===== src/rtl/dmp_pkg.sv =====
package dmp_pkg;
  localparam int MW     = 8;
  localparam int IDX_W  = $clog2(MW);
  localparam int NCLS   = 3;

  localparam int CLS_ULTRA = 0;
  localparam int CLS_MW    = 1;
  localparam int CLS_SW    = 2;

  localparam logic [MW-1:0] CABLE_HI = 8'h78;
  localparam logic [MW-1:0] CABLE_LO = 8'h07;

  function automatic logic [7:0] class_base(input int k);
    case (k)
      CLS_ULTRA: class_base = 8'h40;
      CLS_MW:    class_base = 8'h20;
      default:   class_base = 8'h10;
    endcase
  endfunction
endpackage


===== src/rtl/dmp_mask_build.sv =====
module dmp_mask_build
  import dmp_pkg::*;
(
  input  logic          cable80,
  input  logic          ultra_fv,
  input  logic          words_fv,
  input  logic [MW-1:0] ultra_modes,
  input  logic [MW-1:0] mw_modes,
  input  logic [MW-1:0] sw_modes,
  input  logic [7:0]    legacy_sw_mode,
  input  logic [MW-1:0] host_ultra_mask,
  input  logic [MW-1:0] host_mw_mask,
  input  logic [MW-1:0] host_sw_mask,
  output logic [MW-1:0] ultra_mask,
  output logic [MW-1:0] mw_mask,
  output logic [MW-1:0] sw_mask
);
  localparam logic [MW-1:0] ONE = MW'(1);

  logic [MW-1:0] ultra_raw;
  logic [MW-1:0] legacy_mask;
  logic          legacy_ok;

  always_comb begin
    ultra_raw = ultra_fv ? (ultra_modes & host_ultra_mask) : '0;
    if (!cable80 && |(ultra_raw & CABLE_HI))
      ultra_mask = ultra_raw & CABLE_LO;
    else
      ultra_mask = ultra_raw;
  end

  always_comb begin
    legacy_ok   = (legacy_sw_mode == 8'd1) || (legacy_sw_mode == 8'd2);
    legacy_mask = (ONE << (legacy_sw_mode[1:0] + 2'd1)) - ONE;
    mw_mask     = words_fv ? (mw_modes & host_mw_mask) : '0;
    if (words_fv)
      sw_mask = sw_modes & host_sw_mask;
    else if (legacy_ok)
      sw_mask = legacy_mask & host_sw_mask;
    else
      sw_mask = '0;
  end
endmodule


===== src/rtl/dmp_msb_find.sv =====
module dmp_msb_find #(
  parameter int W     = 8,
  parameter int IDX_W = $clog2(W)
) (
  input  logic [W-1:0]     vec,
  output logic             found,
  output logic [IDX_W-1:0] idx
);
  always_comb begin
    found = 1'b0;
    idx   = '0;
    for (int i = 0; i < W; i++) begin
      if (vec[i]) begin
        found = 1'b1;
        idx   = IDX_W'(i);
      end
    end
  end
endmodule


===== src/rtl/dmp_mode_pick.sv =====
module dmp_mode_pick
  import dmp_pkg::*;
(
  input  logic       clk,
  input  logic       rst,
  input  logic       req,
  input  logic       dma_cap,
  input  logic       auto_dma,
  input  logic       is_disk,
  input  logic       atapi_dma_en,
  input  logic       cable80,
  input  logic       ultra_fv,
  input  logic       words_fv,
  input  logic [7:0] ultra_modes,
  input  logic [7:0] mw_modes,
  input  logic [7:0] sw_modes,
  input  logic [7:0] legacy_sw_mode,
  input  logic [7:0] host_ultra_mask,
  input  logic [7:0] host_mw_mask,
  input  logic [7:0] host_sw_mask,
  output logic       res_vld,
  output logic [7:0] res_code
);
  logic [MW-1:0]    cls_mask  [NCLS];
  logic             cls_found [NCLS];
  logic [IDX_W-1:0] cls_idx   [NCLS];
  logic             allow;
  logic [7:0]       code_nxt;

  dmp_mask_build masks_i (
    .cable80         (cable80),
    .ultra_fv        (ultra_fv),
    .words_fv        (words_fv),
    .ultra_modes     (ultra_modes),
    .mw_modes        (mw_modes),
    .sw_modes        (sw_modes),
    .legacy_sw_mode  (legacy_sw_mode),
    .host_ultra_mask (host_ultra_mask),
    .host_mw_mask    (host_mw_mask),
    .host_sw_mask    (host_sw_mask),
    .ultra_mask      (cls_mask[CLS_ULTRA]),
    .mw_mask         (cls_mask[CLS_MW]),
    .sw_mask         (cls_mask[CLS_SW])
  );

  for (genvar k = 0; k < NCLS; k++) begin : g_cls
    dmp_msb_find #(.W(MW), .IDX_W(IDX_W)) msb_i (
      .vec   (cls_mask[k]),
      .found (cls_found[k]),
      .idx   (cls_idx[k])
    );
  end

  always_comb begin
    allow    = dma_cap && auto_dma && (is_disk || atapi_dma_en);
    code_nxt = 8'h00;
    for (int k = NCLS - 1; k >= 0; k--) begin
      if (cls_found[k])
        code_nxt = class_base(k) + 8'(cls_idx[k]);
    end
    if (!allow)
      code_nxt = 8'h00;
  end

  always_ff @(posedge clk) begin
    if (rst) begin
      res_vld  <= 1'b0;
      res_code <= 8'h00;
    end else begin
      res_vld <= req;
      if (req)
        res_code <= code_nxt;
    end
  end

  AST_VLD_AFTER_REQ: assert property (@(posedge clk) disable iff (rst)
    req |=> res_vld);
  AST_NO_VLD_IDLE: assert property (@(posedge clk) disable iff (rst)
    !req |=> !res_vld);
  AST_CODE_HOLDS: assert property (@(posedge clk) disable iff (rst)
    !req |=> $stable(res_code));
  AST_GATE_CAP: assert property (@(posedge clk) disable iff (rst)
    (req && (!dma_cap || !auto_dma)) |=> (res_code == 8'h00));
  AST_GATE_MEDIA: assert property (@(posedge clk) disable iff (rst)
    (req && !is_disk && !atapi_dma_en) |=> (res_code == 8'h00));
  AST_CABLE_CUT: assert property (@(posedge clk) disable iff (rst)
    (req && !cable80) |=> !(res_code inside {[8'h43:8'h46]}));
  AST_ONE_CLASS: assert property (@(posedge clk) disable iff (rst)
    res_vld |-> $onehot0({res_code[6], res_code[5], res_code[4]}));
endmodule


===== config.mk =====
export PLATFORM = sky130hd
export DESIGN_NAME = dmp_mode_pick
export DESIGN_NICKNAME = d
export VERILOG_FILES = /design/src/rtl/dmp_pkg.sv /design/src/rtl/dmp_mask_build.sv /design/src/rtl/dmp_msb_find.sv /design/src/rtl/dmp_mode_pick.sv
export SDC_FILE = /design/constraint.sdc
export NUM_CORES = 1
export LEC_CHECK = 0
export BUFFER_PORTS_ARGS = -buffer_cell sky130_fd_sc_hd__buf_2
export CAP_MARGIN = 20
export CORE_ASPECT_RATIO = 1.2
export CORE_MARGIN = 3
export CORE_UTILIZATION = 40
export DETAILED_ROUTE_END_ITERATION = 6
export PLACE_DENSITY = 0.9
export SYNTH_ARGS = -nofsm -noshare
export SYNTH_HDL_FRONTEND = slang
export SYNTH_SLANG_ARGS = --single-unit
export TNS_END_PERCENT = 50

===== constraint.sdc =====
create_clock -name clk -period 2.2 [get_ports clk]
set_input_delay 0.44 -clock clk [delete_from_list [all_inputs] [get_ports clk]]
set_output_delay 0.44 -clock clk [all_outputs]
set_load 0.1 [all_outputs]

# Word-level counts from Yosys, hierarchy flattened
# Index checks and enable logic that the tools add are counted.
[word_totals]
register_bits = 9
out_inout_bits = 9
[op_classes]
shift = 1
n_reduce_logical = 7
muxes = 57
eq_ne = 2
addsub = 5
n_bitwise = 4
[ops]
columns = ["op", "count"]
rows = [
  ["$mux W8", 12],
  ["$mux W3", 12],
  ["$and A8 B8 Y8", 4],
  ["$mux W1", 27],
  ["$add A8 B3 Y8", 3],
  ["$mux W2", 6],
  ["$eq A8 B1 Y1 const B", 1],
  ["$eq A8 B2 Y1 const B", 1],
  ["$shl A1 B2 Y8 const A", 1],
  ["$sub A8 B1 Y8 const B", 1],
  ["$reduce_or A4 Y1", 1],
  ["$logic_and A1 B1 Y1", 3],
  ["$add A2 B1 Y2 const B", 1],
  ["$logic_or A1 B1 Y1", 2],
  ["$logic_not A1 Y1", 1],
]

# Depth between registers and ports, before layout
[depth]
word_depth = 20
depth_mapped = 10
ltp_nobuf = 10

# By module
# From an unflattened synthesis, not the netlist that was laid out.
[unflattened]
hier_cells = 130
area_unflattened_um2 = 870.8
[by_module_without_submodules]
columns = ["module", "area_per_inst_um2", "n_inst", "seq_area_each_um2", "cells_per_inst"]
rows = [
  ["dmp_mask_build", 384.1, 1, 0.0, 59],
  ["dmp_mode_pick", 314.1, 1, 140.1, 35],
  ["dmp_msb_find", 57.6, 3, 0.0, 12],
]

# Worst setup path before layout
# Ideal clock, no wire load.
[synth_path]
kind = "input to register"
start = "input legacy_sw_mode[0]"
end = "register res_code[0]"
slack_ns = 0.272
t_arrival_ns = 1.802
required_time_ns = 2.074
path_stages = 10
path_cell_list = "inv_1 ha_1 inv_1 ha_1 nor3b_1 a41oi_1 nand2_1 o311ai_1 or2_1 a21oi_2"
[synth_via]
elab_chain_cells = 18
[synth_lines]
columns = ["element", "line_no", "source"]
rows = [
  ["start: declaration", "dmp_mode_pick.sv:17", "input logic [7:0] legacy_sw_mode,"],
  ["$add A2 B1 Y2", "dmp_mask_build.sv:34", "legacy_mask = (ONE << (legacy_sw_mode[1:0] + 2'd1)) - ONE;"],
  ["$shl A1 B2 Y8", "dmp_mask_build.sv:34", ""],
  ["$sub A8 B1 Y8", "dmp_mask_build.sv:34", ""],
  ["$and A8 B8 Y8", "dmp_mask_build.sv:39", "sw_mask = legacy_mask & host_sw_mask;"],
  ["$mux W8 *", "dmp_mask_build.sv:38", "else if (legacy_ok)"],
  ["$mux W8 *", "dmp_mask_build.sv:36", "if (words_fv)"],
  ["$mux W1", "dmp_msb_find.sv:13", "if (vec[i]) begin"],
  ["$mux W2 or $mux W1 (tied branches) (2 in series)", "dmp_msb_find.sv:13", ""],
  ["$mux W3 or $mux W1 (tied branches) (4 in series)", "dmp_msb_find.sv:13", ""],
  ["$add A8 B3 Y8 or $mux W1 (tied branches)", "dmp_mode_pick.sv:59, dmp_msb_find.sv:13", ""],
  ["$mux W8 * (3 in series)", "dmp_mode_pick.sv:58", "if (cls_found[k])"],
  ["$mux W8 *", "dmp_mode_pick.sv:61", "if (!allow)"],
  ["end signal: assignment", "dmp_mode_pick.sv:72", "res_code <= code_nxt;"],
  ["end: declaration", "dmp_mode_pick.sv:22", "output logic [7:0] res_code"],
]
# Every way passes the cells marked *; elsewhere a longest branch is shown, timed or not.
# A chain may end at the register's enable or synchronous reset.

# Final worst setup path
[layout_path]
start = "input legacy_sw_mode[0]"
end = "register res_code[4]"
# The elaborated chain is that of the path after synthesis.

==> metrics.yaml <==
path_clk_slew_ns: 0.05
start_util_pct: 42.53
coreArea_mm2: 0.002330
synthCells: 137
cp-start-kind: "input port"
met3_length_um: 214
fin_crit_ns: 1.986
synthTopCellsByArea: "dfxtp_1, nand2_1, ha_1"
cts_buffers: 3
relSlewSlack_pct: 63.72
final_common_cell: "buf_2"
grt-ovfl-total: 0
ant_nets: 0
total_power_mw: 0.4766
path_max_fanout: 4
finClkSkew_ns: 0
die_h_um: 60.53
hold_buffers: 0
antenna_found_initial: 0
syn_avg_cell_area_um2: 7.233
dp_cells: 236
cp_top_family: "compound AO/OA/AOI/OAI gates"
min-delay-start: "res_code[6]$_SDFFE_PP0P_"
vias: 1285
drv_slew: 0
drc: 0
holdCritPathClass: "reg -> reg"
ys_warn_count: 0
grt_util_all_layers_pct: 16.03
avgViaCountPerCell: 5.354
cts_tree: "built"
worst_slack_ns: 0.2145
routabilityCongestion: 0.8639
htreeDepth: 1
yosys.area.top_type: "dfxtp_1"
layout-drive-gt1-share_pct: 41.15
max_stage_delay_ns: 0.33
drtIter0Drc: 19
hold_viol_final: 0
final_cell_mix: "buf_2, nand2_1, nand4_1"
io_pins: 75
crit_required_ns: 2.31
whs_ns: 0.4653
final_cells: 240
yosys_register_bits: 7
peakVddDrop_mv: 0.2763
synth_top_area_share_pct: 14.14
finalSetupViolCount: 0
power.density_mw_per_mm2: 343.2
hpwl_um: 2315
die_width_um: 51.44
dp_slack_ns: -0.02019
status: "finished clean"
crit_start: "legacy_sw_mode[0]"
wl_per_cell_um: 11.04
fp-row-count: 19
clock-sinks: 7
grt_max_degree: 23
m1WireLength_um: 1016
crit_chain: "buf_2 -> inv_1 -> ha_1 -> inv_1 -> ha_1 -> nor3b_1 -> a41oi_1 -> nand2_1 -> o311ai_1 -> buf_4 -> o41ai_2"
routed.top_layer: "met4"
dr.pass1.iters: 4
slowest_stage: "o311ai_1"
portBuffers: 72
fin_nets: 282
path_class: "in -> reg"
grt_pass1_vias: 1087
critPathCaptureType: "register"
crit_arrival_ns: 2.10
area_growth_pct: 40.15
dieArea_mm2: 0.003113
worstReg2RegStart: "res_code[0]$_SDFFE_PP0P_"
tns_ns: 0
crit_buf_inv: 4
ys_seq_area_share_pct: 14.14
max-clock-path-buffers: 2
finalCritPeriodShare_pct: 90.25
wirelength_um: 2649
root_buffer: "clkbuf_4"
worstMarginPinSlew_ns: 0.5437
syn_area_um2: 991.0
synth_cell_type_count: 45
timing.fmax_mhz: 503.6
clock_latency_ns: 0.24
maxCapViolations: 0
grt_pass1_wl_um: 3960
rsz0062_at_grt: "no"
num_antenna_cells: 0
met2_length_um: 1402
total_leakage_power_nw: 0.7238
-- registers in the layout, indices dropped and copies added, names as in the netlist --
| signal | count |
|---|---|
| res_code | 6 |
| res_vld | 1 |
-- kinds of logic after synthesis --
family,Yosys count,share of synthesized area [%]
flip-flops,7,14.14
AO/OA/AOI/OAI,45,33.97
other,1,0.3784
adder cells (fa/ha/maj),6,7.576
AND/OR/NAND/NOR,67,37.37
buffers and inverters,11,6.564
-- per-layer routing --
metal | vias up | global-route usage [%]
met1 | 570 | 16.92
met4 | 0 | 5.243
met2 | 50 | 31.27
li1 | 663 | -
met5 | - | 0
met3 | 2 | 3.440
-- worst paths after layout --
path                               to  cells after the start  slack [ns]
max reg2reg  res_code[0]$_SDFFE_PP0P_                      4        1.19
max          res_code[4]$_SDFFE_PP0P_                     11        0.21
min reg2reg  res_code[6]$_SDFFE_PP0P_                      2        0.47
min          res_code[6]$_SDFFE_PP0P_                      2        0.47
-- worst reg2reg max path, stage by stage (launching register included) --
cell and delay [ns]:
dfxtp_1 0.31, nand2b_1 0.11, nand2_1 0.06, a311oi_1 0.31, a21oi_2 0.09
-- power by group --
part | total [mW] | switching (mW) | internal [mW] | leakage [nW]
sequential | 0.131 | 0.00112 | 0.130 | 0.0568
combinational | 0.233 | 0.134 | 0.0982 | 0.652
clock | 0.113 | 0.0437 | 0.0690 | 0.0150
-- per-stage QoR --
step,cell area (um^2),util (%)
2_1_floorplan,994.7,-
3_3_place_gp,1355,58.16
3_5_place_dp,1355,58.16
4_1_cts,1381,59.29
5_1_grt,1389,59.61
6_report,1389,59.61
-- synthesized netlist by cell type, drive strengths merged --
library cell	number
ha	6
or3b	1
o41ai	1
a41o	1
conb	1
nor3b	2
o31a	1
nand2b	5
and4bb	1
o311ai	1
a22oi	2
nor4	1
a32o	3
and3b	2
or2	2
a22o	5
clkbuf	1
a31oi	2
buf	5
nor2b	2
o21ai	8
a2bb2oi	1
inv	5
a31o	2
nand3	5
o21a	1
nand2	30
a21oi	7
and2	1
a21bo	1
a21o	1
dfxtp	7
a41oi	4
o2111ai	2
a211oi	1
nand4	8
and3	3
a311oi	1
nor2	4
-- repair_timing --
item | 4_1_cts | 5_1_grt
buffers inserted | 0 | 0
hold endpoints to repair | 0 | 0
resized for setup | 0 | 1
setup endpoints to repair | 0 | 1
-- area by class of cell --
class	instances	area, um^2
Sequential cell	7	140.1
Tap cell	31	38.79
Fill cell	248	940.9
Timing Repair Buffer	73	367.9
Inverter	5	18.77
Clock buffer	4	26.28
Multi-Input combinational cell	120	797.0
(Power assumes the default switching activity.)
